--- src/rtl/wdog_pkg.sv ---
package wdog_pkg;
  localparam int unsigned WD_DATA_W = 32;

  // byte offsets of the register words
  localparam int unsigned OFS_CTRL   = 'h00;
  localparam int unsigned OFS_LOAD   = 'h04;
  localparam int unsigned OFS_CAUSE  = 'h08;
  localparam int unsigned OFS_SCR0   = 'h0C;

  // control bit positions
  localparam int unsigned BIT_FORCE  = 31;
  localparam int unsigned BIT_EN     = 30;
  localparam int unsigned BIT_PZ_C1  = 26;
  localparam int unsigned BIT_PZ_C0  = 25;
  localparam int unsigned BIT_PZ_JT  = 24;

  typedef struct packed {
    logic en;
    logic pz_core1;
    logic pz_core0;
    logic pz_jtag;
  } wd_ctrl_t;

  localparam wd_ctrl_t CTRL_DEFAULT = '{en: 1'b0, pz_core1: 1'b1, pz_core0: 1'b1, pz_jtag: 1'b1};

  typedef enum logic [1:0] {
    CAUSE_NONE   = 2'b00,
    CAUSE_TIMER  = 2'b01,
    CAUSE_FORCED = 2'b10
  } wd_cause_e;
endpackage

--- src/rtl/wdog_regs.sv ---
module wdog_regs
  import wdog_pkg::*;
#(
  parameter int unsigned ADDR_W = 8,
  parameter int unsigned CNT_W  = 24,
  parameter int unsigned N_SCR  = 8
) (
  input  logic                 clk,
  input  logic                 por_n,
  input  logic                 sys_rst_n,
  input  logic                 psel,
  input  logic                 penable,
  input  logic                 pwrite,
  input  logic [ADDR_W-1:0]    paddr,
  input  logic [WD_DATA_W-1:0] pwdata,
  input  logic [CNT_W-1:0]     count,
  input  logic [1:0]           cause,
  output logic [WD_DATA_W-1:0] prdata,
  output wd_ctrl_t             ctrl,
  output logic                 load_wr,
  output logic [CNT_W-1:0]     load_val,
  output logic                 force_wr
);
  localparam logic [ADDR_W-1:0] A_CTRL  = ADDR_W'(OFS_CTRL);
  localparam logic [ADDR_W-1:0] A_LOAD  = ADDR_W'(OFS_LOAD);
  localparam logic [ADDR_W-1:0] A_CAUSE = ADDR_W'(OFS_CAUSE);

  logic wr_acc;
  logic ctrl_wr;
  assign wr_acc   = psel & penable & pwrite;
  assign ctrl_wr  = wr_acc & (paddr == A_CTRL);
  assign load_wr  = wr_acc & (paddr == A_LOAD);
  assign load_val = pwdata[CNT_W-1:0];
  assign force_wr = ctrl_wr & pwdata[BIT_FORCE];

  always_ff @(posedge clk or negedge sys_rst_n) begin
    if (!sys_rst_n) begin
      ctrl <= CTRL_DEFAULT;
    end else if (ctrl_wr) begin
      ctrl.en       <= pwdata[BIT_EN];
      ctrl.pz_core1 <= pwdata[BIT_PZ_C1];
      ctrl.pz_core0 <= pwdata[BIT_PZ_C0];
      ctrl.pz_jtag  <= pwdata[BIT_PZ_JT];
    end
  end

  logic [WD_DATA_W-1:0] scr_q [N_SCR];
  logic [N_SCR-1:0]     scr_hit;

  for (genvar k = 0; k < N_SCR; k++) begin : g_scr
    assign scr_hit[k] = (paddr == ADDR_W'(OFS_SCR0 + 4 * k));
    always_ff @(posedge clk or negedge por_n) begin
      if (!por_n) begin
        scr_q[k] <= '0;
      end else if (wr_acc && scr_hit[k]) begin
        scr_q[k] <= pwdata;
      end
    end
  end

  always_comb begin
    prdata = '0;
    if (paddr == A_CTRL) begin
      prdata[BIT_EN]      = ctrl.en;
      prdata[BIT_PZ_C1]   = ctrl.pz_core1;
      prdata[BIT_PZ_C0]   = ctrl.pz_core0;
      prdata[BIT_PZ_JT]   = ctrl.pz_jtag;
      prdata[CNT_W-1:0]   = count;
    end else if (paddr == A_CAUSE) begin
      prdata[1:0] = cause;
    end else begin
      for (int i = 0; i < N_SCR; i++) begin
        if (scr_hit[i]) prdata = scr_q[i];
      end
    end
  end
endmodule

--- src/rtl/wdog_counter.sv ---
module wdog_counter #(
  parameter int unsigned CNT_W = 24
) (
  input  logic             clk,
  input  logic             sys_rst_n,
  input  logic             tick,
  input  logic             en,
  input  logic             paused,
  input  logic             load_wr,
  input  logic [CNT_W-1:0] load_val,
  output logic [CNT_W-1:0] count,
  output logic             expire
);
  logic step;
  assign step   = tick & en & ~paused & (count != '0);
  assign expire = step & ~load_wr & (count == CNT_W'(1));

  always_ff @(posedge clk or negedge sys_rst_n) begin
    if (!sys_rst_n)   count <= '0;
    else if (load_wr) count <= load_val;
    else if (step)    count <= count - 1'b1;
  end
endmodule

--- src/rtl/wdog_cause.sv ---
module wdog_cause
  import wdog_pkg::*;
(
  input  logic       clk,
  input  logic       por_n,
  input  logic       force_wr,
  input  logic       expire,
  input  logic       warm_clr,
  output logic [1:0] cause,
  output logic       rst_req
);
  always_ff @(posedge clk or negedge por_n) begin
    if (!por_n) begin
      cause   <= CAUSE_NONE;
      rst_req <= 1'b0;
    end else begin
      rst_req <= force_wr | expire;
      if (force_wr)      cause <= CAUSE_FORCED;
      else if (expire)   cause <= CAUSE_TIMER;
      else if (warm_clr) cause <= CAUSE_NONE;
    end
  end
endmodule

--- src/rtl/apb_wdog.sv ---
module apb_wdog
  import wdog_pkg::*;
#(
  parameter int unsigned ADDR_W = 8,
  parameter int unsigned CNT_W  = 24,
  parameter int unsigned N_SCR  = 8
) (
  input  logic                 clk,
  input  logic                 por_n,
  input  logic                 sys_rst_n,
  input  logic                 tick_us,
  input  logic [1:0]           core_halt,
  input  logic                 jtag_busy,
  input  logic [1:0]           dbg_warm_rst,
  input  logic                 psel,
  input  logic                 penable,
  input  logic                 pwrite,
  input  logic [ADDR_W-1:0]    paddr,
  input  logic [WD_DATA_W-1:0] pwdata,
  output logic [WD_DATA_W-1:0] prdata,
  output logic                 pready,
  output logic                 pslverr,
  output logic                 wdog_rst_req
);
  wd_ctrl_t         ctrl;
  logic             load_wr;
  logic [CNT_W-1:0] load_val;
  logic             force_wr;
  logic [CNT_W-1:0] count;
  logic [1:0]       cause;
  logic             expire;
  logic             paused;

  assign pready  = 1'b1;
  assign pslverr = 1'b0;
  assign paused  = (ctrl.pz_core1 & core_halt[1]) |
                   (ctrl.pz_core0 & core_halt[0]) |
                   (ctrl.pz_jtag  & jtag_busy);

  wdog_regs #(.ADDR_W(ADDR_W), .CNT_W(CNT_W), .N_SCR(N_SCR)) u_regs (
    .clk(clk), .por_n(por_n), .sys_rst_n(sys_rst_n),
    .psel(psel), .penable(penable), .pwrite(pwrite), .paddr(paddr), .pwdata(pwdata),
    .count(count), .cause(cause), .prdata(prdata), .ctrl(ctrl),
    .load_wr(load_wr), .load_val(load_val), .force_wr(force_wr)
  );

  wdog_counter #(.CNT_W(CNT_W)) u_cnt (
    .clk(clk), .sys_rst_n(sys_rst_n), .tick(tick_us), .en(ctrl.en), .paused(paused),
    .load_wr(load_wr), .load_val(load_val), .count(count), .expire(expire)
  );

  wdog_cause u_cause (
    .clk(clk), .por_n(por_n), .force_wr(force_wr), .expire(expire),
    .warm_clr(|dbg_warm_rst), .cause(cause), .rst_req(wdog_rst_req)
  );
endmodule

--- config.mk ---
export PLATFORM = sky130hd
export DESIGN_NAME = apb_wdog
export DESIGN_NICKNAME = d
export VERILOG_FILES = /design/src/rtl/wdog_pkg.sv /design/src/rtl/wdog_regs.sv /design/src/rtl/wdog_counter.sv /design/src/rtl/wdog_cause.sv /design/src/rtl/apb_wdog.sv
export SDC_FILE = /design/constraint.sdc
export NUM_CORES = 1
export LEC_CHECK = 0
export ABC_CLOCK_PERIOD_IN_PS = 5400
export BUFFER_PORTS_ARGS = -buffer_cell sky130_fd_sc_hd__buf_4
export CORE_ASPECT_RATIO = 2
export CORE_MARGIN = 1
export CORE_UTILIZATION = 35
export DETAILED_ROUTE_END_ITERATION = 10
export GPL_ROUTABILITY_DRIVEN = 0
export GPL_TIMING_DRIVEN = 0
export SLEW_MARGIN = 10
export SYNTH_ARGS = -nofsm -noshare
export SYNTH_HDL_FRONTEND = slang
export SYNTH_SLANG_ARGS = --single-unit
--- constraint.sdc ---
create_clock -name clk -period 5.4 [get_ports clk]
set_input_delay 1.08 -clock clk [delete_from_list [all_inputs] [get_ports clk]]
set_output_delay 1.08 -clock clk [all_outputs]
set_load 0.01 [all_outputs]
; ---- After elaboration in Yosys (flattened, before gate mapping)
; Cells that the tools add are included.
[totals]
elab_cells = 77
input_bits = 52
register_bits = 287
[classes]
n_eq_ne = 11
mux = 19
addsub = 1
n_reduce_logical = 13
bitwise_logic = 18
[op_table]
columns = op, n
row1 = $mux W32, 8
row2 = $mux W24, 2
row3 = $eq A8 B5 Y1 const B, 4
row4 = $mux W30, 1
row5 = $mux W27, 1
row6 = $eq A24 B1 Y1 const B, 1
row7 = $eq A8 B6 Y1 const B, 3
row8 = $reduce_bool A24 Y1, 1
row9 = $sub A24 B1 Y24 const B, 1
row10 = $eq A8 B4 Y1 const B, 2
row11 = $and A1 B1 Y1, 13
row12 = $eq A8 B3 Y1 const B, 1
row13 = $logic_and A1 B1 Y1, 8
row14 = $logic_not A8 Y1, 1
row15 = $mux W2, 4
row16 = $mux W3, 1
row17 = $or A1 B1 Y1, 3
row18 = $reduce_bool A3 Y1, 1
row19 = $mux W1, 2
row20 = $not A1 Y1, 2
row21 = $reduce_bool A2 Y1, 1
row22 = $reduce_or A2 Y1, 1

; ---- Longest topological paths before layout
; Gate-level depths: netlist of run 1.
[depth]
depth_word = 11
depth_mapped = 9
ltp_nobuf = 8

; ---- Modules after synthesis
; A second synthesis of run 1 with hierarchy kept.
[unflattened]
hier_cells = 1204
hier_area_um2 = 14730.4
[by_module_without_submodules]
columns = mod, cells_each, n_inst, area_per_inst_um2
row1 = wdog_regs, 1022, 1, 13006.2
row2 = wdog_counter, 166, 1, 1569.0
row3 = wdog_cause, 9, 1, 112.6
row4 = apb_wdog, 7, 1, 42.5

; ---- Worst setup path before layout of run 1
; OpenSTA, ideal clock, no wires.
[synth_timing]
path_kind = in2out
startpoint = in paddr[4]
endpoint = out prdata[10]
t_arrival_ns = 2.944
path_stages = 8
slack_ns = 1.376
cell_sequence = buf_2 -> nor4_1 -> and3_1 -> buf_2 -> buf_2 -> nand2_1 -> a21o_1 -> o21ai_0
[synth_via]
elab_chain_cells = 11
elab_cells_between_ends = 20
[synth_lines]
columns = element, line
row1 = "start, declared", apb_wdog.sv:18  ; input logic [ADDR_W-1:0] paddr,
row2 = $eq A8 B4 Y1, wdog_regs.sv:51  ; assign scr_hit[k] = (paddr == ADDR_W'(OFS_SCR0 + 4 * k));
row3 = $mux W32 (8 in series), wdog_regs.sv:73  ; if (scr_hit[i]) prdata = scr_q[i];
row4 = $mux W30, wdog_regs.sv:69  ; end else if (paddr == A_CAUSE) begin
row5 = $mux W27 *, wdog_regs.sv:63  ; if (paddr == A_CTRL) begin
row6 = "end, declared", apb_wdog.sv:20  ; output logic [WD_DATA_W-1:0] prdata,
; Every way passes the cells marked *; elsewhere a longest branch is shown, timed or not.

; ---- Worst setup path in the final report of run 1
[layout_timing]
startpoint = in paddr[3]
endpoint = out prdata[3]
; The elaborated chain is that of the path after synthesis.

==> results by stage, run 1 <==
Status:
- The run finished with clean final reports.

Floorplan:
- In this run the horizontal extent of the chip is 142 um.
- The number of ports placed on the die boundary is 87.
- The number of cell rows is 102.
- The initial core utilization is 35.6%.
- The placeable core area is 0.0388 sq mm.
- Measured along the y axis, the die boundary spans 283 um.
- The die outline area is 0.0403 sq mm.

Layout:
- The final cell utilization of the core is 41.0%.
- From synthesis to final layout, the design area changed by 15.2%.
- The layout net count is 1316.
- After filler insertion, the fill cell instance count of the layout stands at 3740.
- The fraction of final layout cells sized beyond drive strength 1 is 34.1%.
- 0 antenna diodes ended up in the layout.

Route:
- The count of nets left with antenna violations after detail routing is 0.
- The total number of vias is 9948.
- After detailed routing, the average wire length per cell comes to 23.7 um.
- The detailed-route vias per instance is 5.53.
- The total iterations of the first detailed-routing run is 5.
- For this block, the initial DRC count from the detailed router was 570.
- The total wire length after detailed routing is 42700 um.
- The post-detailed-route DRC marker count is 0.

Logic synthesis:
- sky130_fd_sc_hd__dfrtp_1 takes more of the synthesized area than any other cell.
- Summing the areas of all xor and xnor instances in the mapped netlist gives 1.39% of the synthesized area.
- The cell count after synthesis came out at 1151.
- The count of flip-flops with a built-in enable after synthesis is 0.
- In the synthesized netlist the async set-or-reset flop fraction comes to 100%.
- The combinational family with the most area after synthesis is multiplexers.
- The cell area that synthesis handed to floorplanning was 0.0138 sq mm.
- The simple-gate share of the synthesized area is 8.21%.
- After synthesis, the netlist uses 59 different library cells.
- The fraction of the yosys area taken by sequential cells is 52.0%.
- The multiplexer fraction of the synthesized cell area is 25.0%.
- The adder and majority gate portion of the synthesized area is 0.272%.
- Yosys attributes the largest share of cell area to sky130_fd_sc_hd__dfrtp_1 (51%), sky130_fd_sc_hd__mux2_2 (20%), sky130_fd_sc_hd__mux4_2 (3.6%), sky130_fd_sc_hd__a21oi_1 (3.2%), sky130_fd_sc_hd__nor2_1 (2.3%).
- The synthesized netlist devotes 10.0% of its cell area to compound gates.
- Dividing the synthesized area by the synthesized cell count gives 12.0 sq um.
- The Yosys warning count is 0.
- The post-synthesis net count is 1206.
- The fraction of synthesized cell area taken by the top area cell type is 51.4%.
- In this run, synthesis produced a sequential element count of 287.
- The leading register cell type out of synthesis is sky130_fd_sc_hd__dfrtp_1.

Power and ir drop:
- In this run, flip-flops and latches consume 51.7% of the power.
- The largest vdd supply drop is 0.000189 V.
- The switching portion of total power is 24.6%.
- In this run the power density over the cells is 270 mW/mm^2.
- The cell-internal power is 3.24 mW.
- The total power is 4.30 mW.
- Of the total power, combinational logic draws 7.7%.
- The power share of the clock group is 40.6%.
- The analysis attributes to cell leakage a power of 7.64 nW.
- The total net switching power is 1.06 mW.

Worst setup path:
- The kind of cell adding the most delay to the critical path is buffers and inverters.
- The critical path goes through buf_4 -> buf_1 -> clkbuf_1 -> mux2i_1 -> o21ai_0 -> a221oi_1 -> nand2_1 -> a22o_1 -> buf_4.
- The longest individual stage delay on the worst path is 0.92 ns.
- The slowest stage of the critical path is the sky130_fd_sc_hd__clkbuf_1 cell.
- The worst setup path is captured at an output pin.
- For flop-to-flop paths, the worst setup slack is 2.74 ns.
- The worst setup path startpoint is paddr[3].
- The arrival time of the worst setup path is 4.27 ns.
- The endpoint identified for the worst register-to-register timing path is u_cnt.count[3].
- The kind of start point of the critical path is a primary input.
- In this run the number of cells on the critical path is 9.
- The source of the worst register-to-register timing path is u_regs.ctrl[2].
- The depth of the worst register-to-register path is 7.
- Counting both buffers and inverters, the worst setup path holds a total of 4.
- The most repeated library cell on the critical path is sky130_fd_sc_hd__buf_4.
- The endpoint required time on the critical path is 4.32 ns.
- The destination of the critical timing path is prdata[3].
- The critical path class is primary input to output pin.
- In this run the worst path has a maximum fanout of 10.

STA:
- Setup repair after global routing left no endpoint under its margin.
- Headroom to the max-slew limit came out at 20.7%.
- The maximum clock frequency is 0.187 GHz.
- The part of the cycle the worst path needs is 99.1%.
- The number of hold-slack violations in the final timing report was 0.
- The number of max-slew violations in the final report was 0.
- At the pin with the least slew margin, the transition time is 1.19 ns.
- Across the routed clock network, the largest skew measured is 0.0167 ns.
- The final critical-path required period is 5.35 ns.
- Summed over all failing endpoints, the final setup total negative slack is 0 ns.
- Setup violations remaining at the end of the flow were counted as 0.

Clocking:
- The clock-pin slew on the worst setup and hold paths is 0.07 ns.
- At the later pin of the worst-skew pair, clock insertion delay measures 0.55 ns.
- Clock tree synthesis selected as its root buffer the cell sky130_fd_sc_hd__clkbuf_16.
- The number of H-tree levels is 1.
- The clock sink count is 287.
- Buffers inserted during clock tree synthesis total 25.
- No sink is reached through more buffers than the 3 on the longest clock path.
- The count of hold-fix buffers inserted at cts is 0.
- TritonCTS built the clock tree.

Placement:
- The final HPWL from detailed placement is 30800 um.
- The count of buffers from port buffering is 81.

GRT:
- The first global-routing pass estimated 64300 um of wire.
- The total global routing overflow is 0.
- The number of global-route vias before repair is 10506.
- The pin count of the biggest net entering global routing is 111.
- The number of antenna violations at the first check in global routing is 0.
- In the global route stage, overall resource usage came out at 21.6%.

Min path:
- The tightest min-delay check is of the primary input to asynchronous set/reset pin type.

Job:
- The max-capacitance violation count is 0.
## worst min-delay path by stage
stage	cells past startpoint	to	startpoint	slack [ns]
after floorplan	2	u_regs.scr_q[130]	u_regs.scr_q[130]	0.44
after global placement	2	u_regs.scr_q[109]	u_regs.scr_q[109]	0.46
after detailed placement	2	u_regs.scr_q[226]	u_regs.scr_q[226]	0.47
after CTS	1	u_regs.scr_q[29]	por_n	0.45
after global routing	1	u_regs.scr_q[29]	por_n	0.47
final	1	u_regs.scr_q[29]	por_n	0.44
## kinds of logic (layout without fill, tap and decap cells)
| logic type | Yosys count | count (layout) |
|---|---|---|
| xor gates and xnor gates | 22 | 22 |
| other | 2 | 2 |
| adders and majority gates | 3 | 3 |
| muxes | 287 | 287 |
| AOI/OAI and AO/OA | 226 | 226 |
| DFF | 287 | 287 |
| and+or+nand+nor | 234 | 234 |
| buffers and inverters | 90 | 218 |
## final cells by class
class                      instances  area (sq um)  share of cell area, %
timing repair buffer              83           671                   4.21
tap                              520           651                   4.09
sequential                       287          7190                   45.1
clock buffer                      36           717                   4.50
clock inverter                     9          52.6                  0.330
multi-input combinational        774          6220                   39.1
inverter                          10          37.5                  0.236
buffer                            80           388                   2.44
## synth_stat cells, types with 2 or more instances
cell type	count
sky130_fd_sc_hd__dfrtp_1	284
sky130_fd_sc_hd__mux2_2	245
sky130_fd_sc_hd__a21oi_1	89
sky130_fd_sc_hd__nor2_1	85
sky130_fd_sc_hd__nand2_1	80
sky130_fd_sc_hd__o21ai_0	55
sky130_fd_sc_hd__clkbuf_1	52
sky130_fd_sc_hd__mux4_2	22
sky130_fd_sc_hd__xnor2_1	21
sky130_fd_sc_hd__a21o_1	18
sky130_fd_sc_hd__mux2i_1	18
sky130_fd_sc_hd__o221ai_1	18
sky130_fd_sc_hd__buf_2	16
sky130_fd_sc_hd__nor4_1	13
sky130_fd_sc_hd__nand3_1	11
sky130_fd_sc_hd__a22oi_1	10
sky130_fd_sc_hd__nor3_1	10
sky130_fd_sc_hd__a22o_1	9
sky130_fd_sc_hd__inv_1	9
sky130_fd_sc_hd__a221oi_1	7
sky130_fd_sc_hd__a31oi_1	6
sky130_fd_sc_hd__buf_1	5
sky130_fd_sc_hd__and3_1	4
sky130_fd_sc_hd__buf_4	4
sky130_fd_sc_hd__nor4b_2	4
sky130_fd_sc_hd__or3_2	4
sky130_fd_sc_hd__dfstp_2	3
sky130_fd_sc_hd__ha_1	3
sky130_fd_sc_hd__or3_1	3
sky130_fd_sc_hd__or4_1	3
sky130_fd_sc_hd__or4_4	3
sky130_fd_sc_hd__a211oi_1	2
sky130_fd_sc_hd__a221o_1	2
sky130_fd_sc_hd__and2_1	2
sky130_fd_sc_hd__conb_1	2
sky130_fd_sc_hd__mux2_1	2
sky130_fd_sc_hd__nor3_2	2
sky130_fd_sc_hd__nor4b_1	2
sky130_fd_sc_hd__o211ai_1	2
sky130_fd_sc_hd__or2_2	2
## through the flow
stage	instances	setup slack, ns	cell area, sq um	hold slack [ns]
after CTS	1799	0.101	15900	0.453
final	1799	0.0477	15900	0.442
after floorplan	1151	1.38	13800	0.445
after detailed placement	1754	0.0697	15100	0.473
after global routing	1799	0.0209	15900	0.469
after global placement	1752	0.0785	15100	0.459
## placed cells by master (no fill, tap or decap), drive strengths merged, types with 7 or more instances in the layout
cell | Yosys | layout
nor4 | 14 | 14
nor2 | 85 | 85
clkbuf | 53 | 88
buf | 26 | 109
a22o | 10 | 10
o221ai | 18 | 18
or3 | 7 | 7
nor3 | 12 | 12
dfrtp | 284 | 284
mux2i | 18 | 18
o21ai | 56 | 56
xnor2 | 21 | 21
mux4 | 22 | 22
nand3 | 11 | 11
clkinv | 1 | 9
mux2 | 247 | 247
inv | 9 | 10
a21o | 18 | 18
a221oi | 7 | 7
a22oi | 10 | 10
nand2 | 80 | 80
a21oi | 89 | 89
## state kept, by name, summed over array words and instances, names as in the netlist
name,cells
u_cnt.count,24
u_cause.cause,2
u_regs.scr_q,256
u_regs.ctrl,4
u_cause.rst_req,1
## worst register-to-register path, cell delays in order (launching register included)
cell and delay, ns:
sky130_fd_sc_hd__dfstp_2 0.38, sky130_fd_sc_hd__a22o_2 0.25, sky130_fd_sc_hd__a211oi_1 0.86, sky130_fd_sc_hd__o21ai_2 0.22, sky130_fd_sc_hd__buf_4 0.25, sky130_fd_sc_hd__o41ai_1 0.29, sky130_fd_sc_hd__o211ai_1 0.18, sky130_fd_sc_hd__o21a_1 0.14
## metal layers
metal	wire, um	global-route usage [%]	share of wire, %
met1	15100	22.6	35
met2	23600	40.8	55
met3	1630	2.65	3.8
met4	2340	11.7	5.5
met5	0	0	0
## power by group through the flow
| stage | logic (mW) | clock network [mW] | registers [mW] |
|---|---|---|---|
| 2_1_floorplan | 0.169 | 0 | 2.25 |
| 3_3_place_gp | 0.320 | 0 | 2.26 |
| 3_5_place_dp | 0.333 | 0 | 2.26 |
| 4_1_cts | 0.334 | 1.79 | 2.22 |
| 5_1_grt | 0.362 | 1.85 | 2.23 |
| 6_report | 0.331 | 1.75 | 2.22 |
## repair_timing
action / 4_1_cts / 5_1_grt
setup endpoints to repair: 0 / 2
gates resized for setup: 0 / 3
setup buffers: 0 / 0
hold endpoints to repair: 0 / 0
Note: power is estimated with default switching activity, not from simulation.
==> run 2, diff against run 1 <==
Settings changed: ABC_CLOCK_PERIOD_IN_PS 5400 to 4800.
Clock period 5.4 ns to 4.8 ns, I/O delays scaled along.
==> results by stage, run 2 (same netlist as run 1, synthesis figures left out) <==
Status:
- Outcome: completed (unchanged).

Worst setup path:
- The kind of cell adding the most delay to the critical path was simple AND/OR/NAND/NOR gates (was buffers and inverters).
- The worst setup path startpoint was paddr[4] (was paddr[3]).
- The longest individual stage delay on the worst path is 0.64 ns (was 0.92 ns).
- The source of the worst register-to-register timing path is u_regs.ctrl[2] (unchanged).
- The most repeated library cell on the critical path is sky130_fd_sc_hd__buf_2 (was sky130_fd_sc_hd__buf_4).
- The buffers plus inverters on the worst setup path came to 4 (unchanged).
- The arrival time of the worst setup path is 3.73 ns (was 4.27 ns).
- The maximum fanout encountered on the critical timing path came to 10 (unchanged).
- The kind of start point of the critical path is a primary input (unchanged).
- The critical path class is primary input to output pin (unchanged).
- The capturing point of the worst reg2reg path is u_cnt.count[3] (unchanged).
- The slowest stage cell on the critical path was sky130_fd_sc_hd__nor4b_4 (was sky130_fd_sc_hd__clkbuf_1).
- The depth of the worst register-to-register path is 7 (unchanged).
- The destination of the critical timing path is prdata[0] (was prdata[3]).
- The setup slack of the worst register-to-register path was 2.10 ns (was 2.74 ns).
- Cells traversed along the worst timing path: buf_2 -> nor4b_4 -> nand2_1 -> clkbuf_1 -> nor2_1 -> buf_2 -> o21ai_0 -> a22oi_1 -> o22ai_1 -> buf_4 (was buf_4 -> buf_1 -> clkbuf_1 -> mux2i_1 -> o21ai_0 -> a221oi_1 -> nand2_1 -> a22o_1 -> buf_4).
- The path length in cells of the critical path came to 10 (was 9).
- The kind of capture point of the worst setup path is an output pin (unchanged).
- The endpoint required time on the critical path is 3.84 ns (was 4.32 ns).

STA:
- The transition time at the pin with the least slew margin is 1.11 ns (was 1.19 ns).
- The worst hold slack after final layout was 0.320 ns (was 0.442 ns).
- RSZ-0062 raised after global routing: no (unchanged).
- The max-slew headroom at the worst pin is 25.5% (was 20.7%).
- The final-report setup violation count was 0 (unchanged).
- The final critical-path required period is 4.69 ns.
- In the finished design, the share of the clock period the worst path needs comes to 97.7%.
- The worst clock skew was 0.0169 ns (was 0.0167 ns).
- The maximum clock frequency is 0.213 GHz.
- The number of hold-slack violations in the final timing report is 0 (unchanged).
- The sum of negative setup slack came to 0 ns (unchanged).
- The number of max-slew violations in the final report is 0 (unchanged).

Clocking:
- The clock-pin slew on the worst setup and hold paths was 0.07 ns (about the same).
- The clock insertion delay at the later pin of the skew report is 0.55 ns (about the same).
- The clock root buffer was sky130_fd_sc_hd__clkbuf_16 (unchanged).
- The number of H-tree levels was 1 (unchanged).
- The count of hold-fix buffers inserted at cts came to 0 (unchanged).
- The CTS buffer count is 25 (unchanged).
- The CTS tree is done (unchanged).
- The buffer levels on the longest clock path is 3 (unchanged).
- The clock sink count is 287 (unchanged).
- The post-CTS setup buffer count is 0 (unchanged).

Route:
- The total wire length after detailed routing is 42800 um (was 42700 um).
- The DRC marker count from the first detailed-route iteration is 653 (was 570).
- The detailed-route vias per instance was 5.55 (was 5.53).
- The total iterations of the first detailed-routing run came to 8 (was 5).
- The count of nets left with antenna violations after detail routing was 0 (unchanged).
- The total number of vias was 9981 (was 9948).
- The post-detailed-route DRC marker count is 0 (unchanged).
- The average wire length per cell after detail routing was 23.8 um (was 23.7 um).

Floorplan:
- The number of ports placed on the die boundary came to 87 (unchanged).
- The width of the die came to 142 um (unchanged).
- The vertical die dimension was 283 um (unchanged).
- The number of cell rows is 102 (unchanged).
- The placeable core area is 0.0388 sq mm (unchanged).
- The die outline area was 0.0403 sq mm (unchanged).
- The initial core utilization came to 35.6% (unchanged).

Power and ir drop:
- The total power divided by cell area came to 304 mW/mm^2 (was 270 mW/mm^2).
- The largest vdd supply drop came to 0.000213 V (was 0.000189 V).
- The leakage component of the power came to 7.67 nW (was 7.64 nW).

Layout:
- The layout net count was 1316 (unchanged).
- The flip-flop count of the largest register after layout is 256 (unchanged).
- The synthesis-to-finish area growth is 15.5% (was 15.2%).
- The fraction of final layout cells sized beyond drive strength 1 is 34.7% (was 34.1%).
- The leading cell type in the layout, fill and taps excluded is sky130_fd_sc_hd__dfrtp_1 (unchanged).
- Most used cells in the layout excluding fill and tap cells: sky130_fd_sc_hd__dfrtp_1 (284), sky130_fd_sc_hd__mux2_2 (245), sky130_fd_sc_hd__a21oi_1 (89), sky130_fd_sc_hd__nor2_1 (85), sky130_fd_sc_hd__buf_4 (84) (unchanged).
- The register bank with the most flops was u_regs.scr_q (unchanged).
- The final standard cell count with taps included and fillers excluded is 1799 (unchanged).
- The number of antenna repair diodes is 0 (unchanged).
- Regs by FF count: u_regs.scr_q: 256 flops, u_cnt.count: 24 flops, u_regs.ctrl: 4 flops (unchanged).

Min path:
- The type of the tightest min-delay check is primary input to asynchronous set/reset pin (unchanged).

Placement:
- The count of buffers from port buffering is 81 (unchanged).
- The total instance count after detailed placement is 1754 (unchanged).
- The final HPWL from detailed placement was 30800 um (unchanged).

GRT:
- The number of antenna violations at the first check in global routing is 0 (unchanged).
- The met3 usage in global routing is 2.45% (was 2.65%).
- The first-pass GRT wire length is 64300 um (about the same).
- The global routing met2 resource utilization is 40.8% (about the same).
- The total track usage came to 21.6% (about the same).
- The pin count of the biggest net entering global routing is 111 (unchanged).
- The number of global-route vias before repair is 10494 (was 10506).
- The met1 track demand over resource in global routing is 22.9% (was 22.6%).
- The most utilized layer in the global route result is met2 (unchanged).
- The total global routing overflow is 0 (unchanged).

Job:
- The max-capacitance violation count came to 0 (unchanged).
run 2: layer usage:
metal	vias to the layer above	routed length, um
met5	-	0
met4	0	2370
met3	112	1770
met2	316	23600
met1	5145	15100
li1	4408	-
run 2: cell type report:
cell class              instances  area (sq um)
plain buffers                  80           390
clock buffers                  36           717
clock inverters                 9          52.6
fillers                      3730         22800
inverters                      10          37.5
multi-input cells             774          6250
flip-flops and latches        287          7190
well taps                     520           651
repair buffers                 83           671
run 2: what timing repair did:
| action | 4_1_cts | 5_1_grt |
|---|---|---|
| pin swaps | 0 | 0 |
| endpoints found under the setup margin | 19 | 6 |
| resized for setup | 8 | 6 |
run 2: stage by stage:
step / total power, mW / setup WS, ns / util [%] / cell area (sq um)
global placement: 2.90 / -0.281 / 38.9 / 15100
global route: 5.00 / 0.0311 / 41.1 / 16000
finish: 4.84 / 0.109 / 41.1 / 16000
detailed placement: 2.92 / -0.290 / 39.0 / 15100
CTS: 4.89 / 0.0144 / 41.1 / 15900
floorplan: 2.72 / 1.02 / - / 13800
run 2: power breakdown:
part | internal, mW | leakage [nW] | switching (mW)
logic | 0.147 | 3.31 | 0.228
clock network | 1.04 | 0.387 | 0.926
registers | 2.46 | 3.98 | 0.0384
run 2: worst min path at each step:
stage	from	end	slack, ns
floorplan	u_regs.scr_q[130]	u_regs.scr_q[130]	0.44
global placement	u_regs.scr_q[109]	u_regs.scr_q[109]	0.46
detailed placement	u_regs.scr_q[226]	u_regs.scr_q[226]	0.47
CTS	por_n	u_regs.scr_q[29]	0.33
global route	por_n	u_regs.scr_q[29]	0.35
finish	por_n	u_regs.scr_q[29]	0.32
run 2: worst reg2reg max path, cell delays in order (launching register included):
cell and delay, ns:
sky130_fd_sc_hd__dfstp_2 0.38, sky130_fd_sc_hd__a22o_2 0.25, sky130_fd_sc_hd__a211oi_1 0.90, sky130_fd_sc_hd__o21ai_2 0.22, sky130_fd_sc_hd__buf_4 0.25, sky130_fd_sc_hd__o41ai_1 0.29
sky130_fd_sc_hd__o211ai_1 0.18, sky130_fd_sc_hd__o21a_1 0.14
